File: config.mk
export PLATFORM = sky130hd
export DESIGN_NAME = tmr_digit_core
export DESIGN_NICKNAME = d
export VERILOG_FILES = /design/src/rtl/tmr_digit_pkg.sv /design/src/rtl/tmr_digit_cell.sv /design/src/rtl/tmr_borrow_chain.sv /design/src/rtl/tmr_preset_store.sv /design/src/rtl/tmr_digit_core.sv
export SDC_FILE = /design/constraint.sdc
export NUM_CORES = 1
export LEC_CHECK = 0
export ABC_AREA = 1
export BUFFER_PORTS_ARGS = -buffer_cell sky130_fd_sc_hd__buf_2
export CAP_MARGIN = 40
export CORE_UTILIZATION = 62
export DETAILED_ROUTE_END_ITERATION = 12
export PLACE_DENSITY_LB_ADDON = 0.25
export SLEW_MARGIN = 20
export SYNTH_ARGS = -nofsm -noshare
export SYNTH_HDL_FRONTEND = slang
export SYNTH_SLANG_ARGS = --single-unit
File: constraint.sdc
create_clock -name clk -period 4.2 [get_ports clk]
set_clock_uncertainty 0.05 [all_clocks]
set_input_delay 1.26 -clock clk [delete_from_list [all_inputs] [get_ports clk]]
set_output_delay 1.26 -clock clk [all_outputs]
set_load 0.01 [all_outputs]
File: src/rtl/tmr_digit_pkg.sv
package tmr_digit_pkg;

   localparam int OP_W = 4;

   typedef enum logic [OP_W-1:0] {
      OP_NOP     = 4'd0,
      OP_STORE   = 4'd1,
      OP_TICK    = 4'd2,
      OP_MIN_INC = 4'd3,
      OP_MIN_DEC = 4'd4,
      OP_TEN_INC = 4'd5,
      OP_TEN_DEC = 4'd6,
      OP_ONE_INC = 4'd7,
      OP_ONE_DEC = 4'd8
   } tmr_op_e;

   localparam int NDIG      = 4;
   localparam int IDX_TENTH = 0;
   localparam int IDX_ONE   = 1;
   localparam int IDX_TEN   = 2;
   localparam int IDX_MIN   = 3;

endpackage

File: src/rtl/tmr_digit_cell.sv
module tmr_digit_cell #(
   parameter int W    = 4,
   parameter int TOP  = 9,
   parameter int RSTV = 0
) (
   input  logic         clk,
   input  logic         rst_n,
   input  logic         load_en,
   input  logic [W-1:0] load_val,
   input  logic         inc_en,
   input  logic         dec_en,
   output logic [W-1:0] cur,
   output logic         at_zero
);

   localparam logic [W-1:0] TOP_V = W'(TOP);
   localparam logic [W-1:0] RST_V = W'(RSTV);

   if (TOP >= (1 << W)) begin : g_bad_top
      $error("digit limit does not fit in the digit width");
   end
   if (RSTV > TOP) begin : g_bad_rst
      $error("digit reset value above digit limit");
   end

   logic [W-1:0] nxt;

   always_comb begin
      nxt = cur;
      if (load_en)
         nxt = load_val;
      else if (dec_en)
         nxt = (cur == '0) ? TOP_V : cur - 1'b1;
      else if (inc_en)
         nxt = (cur == TOP_V) ? '0 : cur + 1'b1;
   end

   always_ff @(posedge clk or negedge rst_n) begin
      if (!rst_n) cur <= RST_V;
      else        cur <= nxt;
   end

   assign at_zero = (cur == '0);

   // a digit never leaves its own range
   p_digit_range_r3: assert property (@(posedge clk) disable iff (!rst_n)
      cur <= TOP_V);

endmodule

File: src/rtl/tmr_borrow_chain.sv
module tmr_borrow_chain #(
   parameter int N = 4
) (
   input  logic         step,
   input  logic [N-1:0] zero_vec,
   output logic [N-1:0] dec_mask
);

   if (N < 2) begin : g_bad_n
      $error("borrow chain needs at least two digits");
   end

   assign dec_mask[0] = step;
   for (genvar g = 1; g < N; g++) begin : g_link
      assign dec_mask[g] = dec_mask[g-1] & zero_vec[g-1];
   end

endmodule

File: src/rtl/tmr_preset_store.sv
module tmr_preset_store #(
   parameter int           W       = 12,
   parameter logic [W-1:0] RST_VAL = '0
) (
   input  logic         clk,
   input  logic         rst_n,
   input  logic         cap_en,
   input  logic [W-1:0] cap_d,
   output logic [W-1:0] q
);

   always_ff @(posedge clk or negedge rst_n) begin
      if (!rst_n)      q <= RST_VAL;
      else if (cap_en) q <= cap_d;
   end

   // the preset only moves on a capture
   p_preset_hold_r10: assert property (@(posedge clk) disable iff (!rst_n)
      !cap_en |=> $stable(q));

endmodule

File: src/rtl/tmr_digit_core.sv
module tmr_digit_core
   import tmr_digit_pkg::*;
#(
   parameter int DIG_W     = 4,
   parameter int MIN_TOP   = 9,
   parameter int TEN_TOP   = 5,
   parameter int ONE_TOP   = 9,
   parameter int TENTH_TOP = 9,
   parameter int MIN_RST   = 1
) (
   input  logic                  clk,
   input  logic                  rst_n,
   input  logic [OP_W-1:0]       op_i,
   output logic [NDIG*DIG_W-1:0] digits_o,
   output logic                  zero_o
);

   localparam int TIME_W  = NDIG * DIG_W;
   localparam int PRE_W   = (NDIG - 1) * DIG_W;
   localparam int TOPS [NDIG] = '{TENTH_TOP, ONE_TOP, TEN_TOP, MIN_TOP};
   localparam int RSTS [NDIG] = '{0, 0, 0, MIN_RST};
   localparam logic [PRE_W-1:0] PRE_RST = {DIG_W'(MIN_RST), {(PRE_W-DIG_W){1'b0}}};

   if (DIG_W < 4) begin : g_bad_w
      $error("a BCD digit needs at least four bits");
   end

   tmr_op_e            op;
   logic               is_store, is_tick, running_q, any_edit, step;
   logic [NDIG-1:0]    ed_inc, ed_dec, zero_vec, tick_mask, ld_en;
   logic [DIG_W-1:0]   cur      [NDIG];
   logic [DIG_W-1:0]   ld_val   [NDIG];
   logic [PRE_W-1:0]   preset_q;

   assign op       = tmr_op_e'(op_i);
   assign is_store = (op == OP_STORE);
   assign is_tick  = (op == OP_TICK);

   always_comb begin
      ed_inc = '0;
      ed_dec = '0;
      unique case (op)
         OP_MIN_INC: ed_inc[IDX_MIN] = 1'b1;
         OP_MIN_DEC: ed_dec[IDX_MIN] = 1'b1;
         OP_TEN_INC: ed_inc[IDX_TEN] = 1'b1;
         OP_TEN_DEC: ed_dec[IDX_TEN] = 1'b1;
         OP_ONE_INC: ed_inc[IDX_ONE] = 1'b1;
         OP_ONE_DEC: ed_dec[IDX_ONE] = 1'b1;
         default: ;
      endcase
   end
   assign any_edit = |{ed_inc, ed_dec};

   // countdown-in-progress: set by a step, cleared by store or edit
   always_ff @(posedge clk or negedge rst_n) begin
      if (!rst_n)                     running_q <= 1'b0;
      else if (is_tick)               running_q <= 1'b1;
      else if (is_store || any_edit)  running_q <= 1'b0;
   end

   assign zero_o = &zero_vec;
   assign step   = is_tick & ~zero_o;

   tmr_borrow_chain #(.N(NDIG)) chain_i (
      .step     (step),
      .zero_vec (zero_vec),
      .dec_mask (tick_mask)
   );

   tmr_preset_store #(.W(PRE_W), .RST_VAL(PRE_RST)) preset_i (
      .clk    (clk),
      .rst_n  (rst_n),
      .cap_en (is_store & ~running_q),
      .cap_d  (digits_o[TIME_W-1:DIG_W]),
      .q      (preset_q)
   );

   for (genvar g = 0; g < NDIG; g++) begin : g_dig
      if (g == IDX_TENTH) begin : g_tenth
         assign ld_en[g]  = is_store;
         assign ld_val[g] = '0;
      end else begin : g_edit
         assign ld_en[g]  = is_store & running_q;
         assign ld_val[g] = preset_q[(g-1)*DIG_W +: DIG_W];
      end

      tmr_digit_cell #(.W(DIG_W), .TOP(TOPS[g]), .RSTV(RSTS[g])) cell_i (
         .clk      (clk),
         .rst_n    (rst_n),
         .load_en  (ld_en[g]),
         .load_val (ld_val[g]),
         .inc_en   (ed_inc[g]),
         .dec_en   (ed_dec[g] | tick_mask[g]),
         .cur      (cur[g]),
         .at_zero  (zero_vec[g])
      );

      assign digits_o[g*DIG_W +: DIG_W] = cur[g];
   end

   localparam logic [DIG_W-1:0] MIN_TOP_V = DIG_W'(MIN_TOP);
   wire [DIG_W-1:0] min_d   = digits_o[IDX_MIN*DIG_W +: DIG_W];
   wire [DIG_W-1:0] tenth_d = digits_o[DIG_W-1:0];

   p_nop_hold_r2: assert property (@(posedge clk) disable iff (!rst_n)
      (op == OP_NOP) |=> $stable(digits_o));

   p_min_inc_r3: assert property (@(posedge clk) disable iff (!rst_n)
      (op == OP_MIN_INC) |=>
         min_d == (($past(min_d) == MIN_TOP_V) ? '0 : $past(min_d) + 1'b1));

   p_tick_tenth_r6: assert property (@(posedge clk) disable iff (!rst_n)
      (is_tick && tenth_d != '0) |=> tenth_d == $past(tenth_d) - 1'b1);

   p_tick_at_zero_r7: assert property (@(posedge clk) disable iff (!rst_n)
      (is_tick && zero_o) |=> $stable(digits_o));

   p_zero_flag_r8: assert property (@(posedge clk) disable iff (!rst_n)
      zero_o |-> (digits_o == '0));

   p_store_tenth_r9: assert property (@(posedge clk) disable iff (!rst_n)
      is_store |=> (tenth_d == '0));

   p_edit_ends_run_r11: assert property (@(posedge clk) disable iff (!rst_n)
      any_edit |=> !running_q);

endmodule

* Word-level counts from Yosys, hierarchy flattened
Cells that the tools add are included.
Storage, ports and cells: flip-flop bits (word level) 29, latch bits 0, memory bits (writable) 0, memory bits (read-only) 0, input bits 6, output and inout bits 17, word-level logic and storage cells 73, memories kept 0
Operators by class: add/subtract/negate cells 7, $mul 0, div/mod/pow operators 0, $lt $le $gt $ge 0, eq/ne operators 11, shift operators 0, mux-type cells 26, bitwise operators 11, reductions and logical operators 12
Operator list (number):
- $mux W4 | 18
- $eq A4 B3 Y1 const B | 5
- $logic_not A4 Y1 | 4
- $sub A4 B1 Y4 const B | 4
- $add A4 B1 Y4 const B | 3
- $eq A4 B4 Y1 const B | 3
- $reduce_bool A3 Y1 | 3
- $eq A4 B2 Y1 const B | 2
- $mux W1 | 8
- $and A1 B1 Y1 | 6
- $reduce_or A6 Y1 | 1
- $eq A4 B1 Y1 const B | 1
- $reduce_and A4 Y1 | 1
- $reduce_bool A2 Y1 | 2
- $or A1 B1 Y1 | 3
- $not A1 Y1 | 2
- $logic_or A1 B1 Y1 | 1

* Logic depth before layout (Yosys ltp)
word-level depth 10, depth in mapped cells 12, mapped depth without buffers 12

* Hierarchy
Synthesis repeated with hierarchy kept, for this count alone.
Unflattened totals: cells, all modules 332, area, all modules 2048.2 um^2
By module, submodules not included:
- tmr_digit_cell (g_dig[0].cell_i ...) | instances 2, cells an instance 61, area each 347.8 um^2
- tmr_preset_store | instances 1, cells an instance 51, area each 459.2 um^2
- tmr_digit_cell (g_dig[3].cell_i) | instances 1, cells an instance 61, area each 349.1 um^2
- tmr_digit_cell (g_dig[2].cell_i) | instances 1, cells an instance 59, area each 340.3 um^2
- tmr_digit_core | instances 1, cells an instance 32, area each 165.2 um^2
- tmr_borrow_chain | instances 1, cells an instance 7, area each 38.8 um^2

* Worst setup path after synthesis
No wires, ideal clock.
kind register to output, start point register g_dig[0].cell_i.cur[0], end point output port zero_o, data arrival time 1.130 ns, data required time 2.890 ns, setup slack 1.760 ns, stages on the path, launching flop included 7, buffers on the path 0, cells stage by stage dfrtp_1 > inv_1 > ha_1 > nand2_1 > nor2_2 > nand2_1 > inv_1
On the way: longest elaborated chain between the ends 2
RTL lines:
- start, declared | RTL line tmr_digit_cell.sv:12 | output logic [W-1:0] cur,
- start signal, assigned | RTL line tmr_digit_cell.sv:40 | else cur <= nxt;
- $logic_not A4 Y1 | RTL line tmr_digit_cell.sv:43 | assign at_zero = (cur == '0);
- $reduce_and A4 Y1 | RTL line tmr_digit_core.sv:61 | assign zero_o = &zero_vec;
- end, declared | RTL line tmr_digit_core.sv:15 | output logic zero_o
Every way passes these cells.

* Final worst setup path
Ends and elaborated chain as after synthesis.

==> results.md <==
* Status: finished, violations left
* Failing checks: DRC
* Port buffer count at 22
* Antenna Cells at 0
* Layout area overhead at 9.13%
* Register area share after synthesis at 0.377
* First-pass GRT wire length at 6980 um
* Sw Pwr at 0.000575 W
* Largest net degree at the start of global routing at 30
* Clk root buf: clkbuf_4
* Most frequent cells after synthesis: nand2_1, inv_1, o21ai_0, dfrtp_1, nand3_1
* Max-Cap Viols at 0
* Xor-xnor portion of the synthesized cell area at 0.00453
* Final GP Congestion at approximately 0.85
* Longest Clk Path Bufs at 2
* Initial core utilization at 0.678
* Complex-gate fraction of the synthesized area at 0.104
* Ports at 23
* Post-CTS resize count at 0
* Post-synthesis net count at 294
* R2r setup slk at 2410 ps
* Critical Path Start Type: flop
* Final period util at 0.696
* Dpl hpwl at between 2000 and 3000 um
* Syn Inst Count at 287
* Crit Reg-Reg Endpoint: g_dig[1].cell_i.cur[2]
* Hold-fix buffers, CTS at 0
* Max IR drop VDD at 0.399 mV
* Top post-synthesis cells by area: dfrtp_1, nand2_1, o21ai_0, inv_1, nand3_1
* Worst-margin pin slew at 765 ps
* Clk_lat worst skew at 340 ps
* Post-Route WL at 3940 um
* Initial antenna violation count at 0
* Num rows at 19
* Via count at 1,841
* Clock Pin Slew Worst Setup and Hold Paths at 100 ps
* Die ar. at 3350 um2
* Hold Crit Class: flop to flop
* Drt first-iter violations at roughly 150
* TritonCTS clock tree: done
* Final min period at roughly 3000 ps
* Worst r2r path cells at 11
* Worst path arrival time at approximately 1600 ps
* Postcts setup bufs at 0
* Largest area contributor in the netlist: dfrtp_1
* DRT antenna net count at 0
* Dominant synthesized flop cell: dfrtp_1
* Cell area after synthesis at roughly 1900 um2
* Clk pwr share at 0.131
* Drt wl/cell at 11.4 um
* Number of synthesis warnings at 0
* Overflow after GRT at 0
* Reg power frac at 0.401
* Logic gate share of total power at 0.469
* Crit path to: zero_o
* Via density at 5.35
* Final setup vio count at 0
* Critical Path Source: g_dig[0].cell_i.cur[0]
* CP endpoint kind: output pin
* Post-synth EDFFs at 0
* GRT Util Overall at 0.274
* CP max FO at 4
* Final hold violation count at 0
* Vias in the first global route at about 1,700
* Setup_tns at 0 ps
* Synth top area share at 0.350
* Largest family of logic cells by synthesized area: simple AND/OR/NAND/NOR gates
* Internal power at 0.000678 W
* P_leak at approximately 1.2 nW
* H-Tree Depth at 2
* Syn_area_per_cell at 6.74 um2
* R2r startpoint: g_dig[0].cell_i.cur[0]
* Req. time, crit path at roughly 2900 ps
* Netlist cell types at 30
* Slew margin rel. at 0.489
* Peak Freq at approximately 0.34 GHz
* Die Span X at 57.8 um
* Synth Area in Adders at 0.00647
* Layout cells sized above 1 at 0.150
* Drt first pass iters at 8
* Remaining DRCs at 3
* Pwr Density at 594 nW/um2
* Die Y at 57.8 um
* Crit path kind: flop to output pin
* Fin util at 0.739
* Core ar. at roughly 2900 um2
* Multiplexer area fraction after synthesis at 0
* Slew Viols, Final at 0
* Sw Share at 0.459
* Number of synthesized register bits at 29
* Synth Area in Simple Gates at 0.411
* Total CTS buffers at 5
* Count leader, synth: nand2_1
* Async set or reset register ratio after synthesis at 1.00
* # clock sinks at 29
* Nets@finish at 319
* Unrepaired setup endpoints after global routing: no
-- through the flow --
step                setup WS (ps)  instances  area, um2  power (W)  hold slack (ps)
floorplan                    1760        287       1930   0.000920              395
global placement             1600        336       2060    0.00107              408
detailed placement           1480        336       2060    0.00109              421
CTS                          1270        344       2110    0.00126              443
global route                 1180        344       2110    0.00138              478
finish                       1280        344       2110    0.00125              438
-- cell type report --
cell class	count	area, um2
multi-input combinational	211	1020
fill	243	743
sequential	29	728
inverter	43	164
timing repair buffer	22	110
clock buffer	6	41.3
tap	31	38.8
clock inverter	2	10.0
-- layout by cell type (no fill, tap or decap) --
master,netlist,routed
a21oi_1,4,4
a22oi_1,1,1
buf_2,1,22
clkbuf_1,2,1
clkbuf_4,0,5
clkinv_1,1,1
clkinv_2,0,2
dfrtp_1,27,27
dfstp_2,2,2
ha_1,1,1
inv_1,40,40
inv_2,1,1
inv_4,1,1
nand2_1,97,97
nand2_2,1,1
nand2_4,1,1
nand3_1,27,27
nand3_2,4,4
nand3b_1,1,1
nand4_1,3,3
nand4_2,1,1
nor2_1,18,18
nor2_2,3,3
nor2_4,3,3
nor2_8,1,1
nor3_1,3,3
o21ai_0,31,31
o22ai_1,3,3
or2_0,5,5
or2_1,2,2
xor2_1,1,1
-- registers in the layout (all words and copies together), names as in the netlist --
signal	cells
g_dig.cell_i.cur	16
preset_i.q	12
running_q	1
-- worst min path at each step --
stage                               from  slack, ps             end  depth (start not counted)
after floorplan            preset_i.q[2]        400   preset_i.q[2]                          2
after global placement    preset_i.q[10]        410  preset_i.q[10]                          2
after detailed placement  preset_i.q[11]        420  preset_i.q[11]                          2
after CTS                 preset_i.q[11]        440  preset_i.q[11]                          2
after global routing       preset_i.q[6]        480   preset_i.q[6]                          2
final                      preset_i.q[6]        440   preset_i.q[6]                          2
-- worst max-delay path, stage by stage (launching register included) --
cell and delay (ps):
dfrtp_1 380, inv_1 110, ha_1 190, nand2_1 100, nor2_2 180, nand2_1 130
inv_1 60, buf_2 120
-- logic make-up (layout without fill, tap and decap cells) --
group           count (synthesis)  count (layout)
compound gates                 39              39
flops                          29              29
fa+ha+maj                       1               1
xor+xnor                        1               1
simple gates                  170             170
buf+inv                        47              73
-- power by group through the flow --
stage | combinational (W) | sequential, W | clock [W]
after detailed placement | 0.000586 | 0.000507 | 0
after global routing | 0.000681 | 0.000521 | 0.000176
after CTS | 0.000588 | 0.000502 | 0.000168
after global placement | 0.000567 | 0.000504 | 0
final | 0.000587 | 0.000502 | 0.000164
after floorplan | 0.000410 | 0.000510 | 0
-- metal layers --
metal  share of wire  track usage  vias to the layer above
li1                -            -                      962
met1            0.47        0.356                      830
met2            0.47        0.455                       41
met3           0.044       0.0469                        8
met4           0.019        0.112                        0
met5               0            0                        -
(Power assumes the default switching activity.)
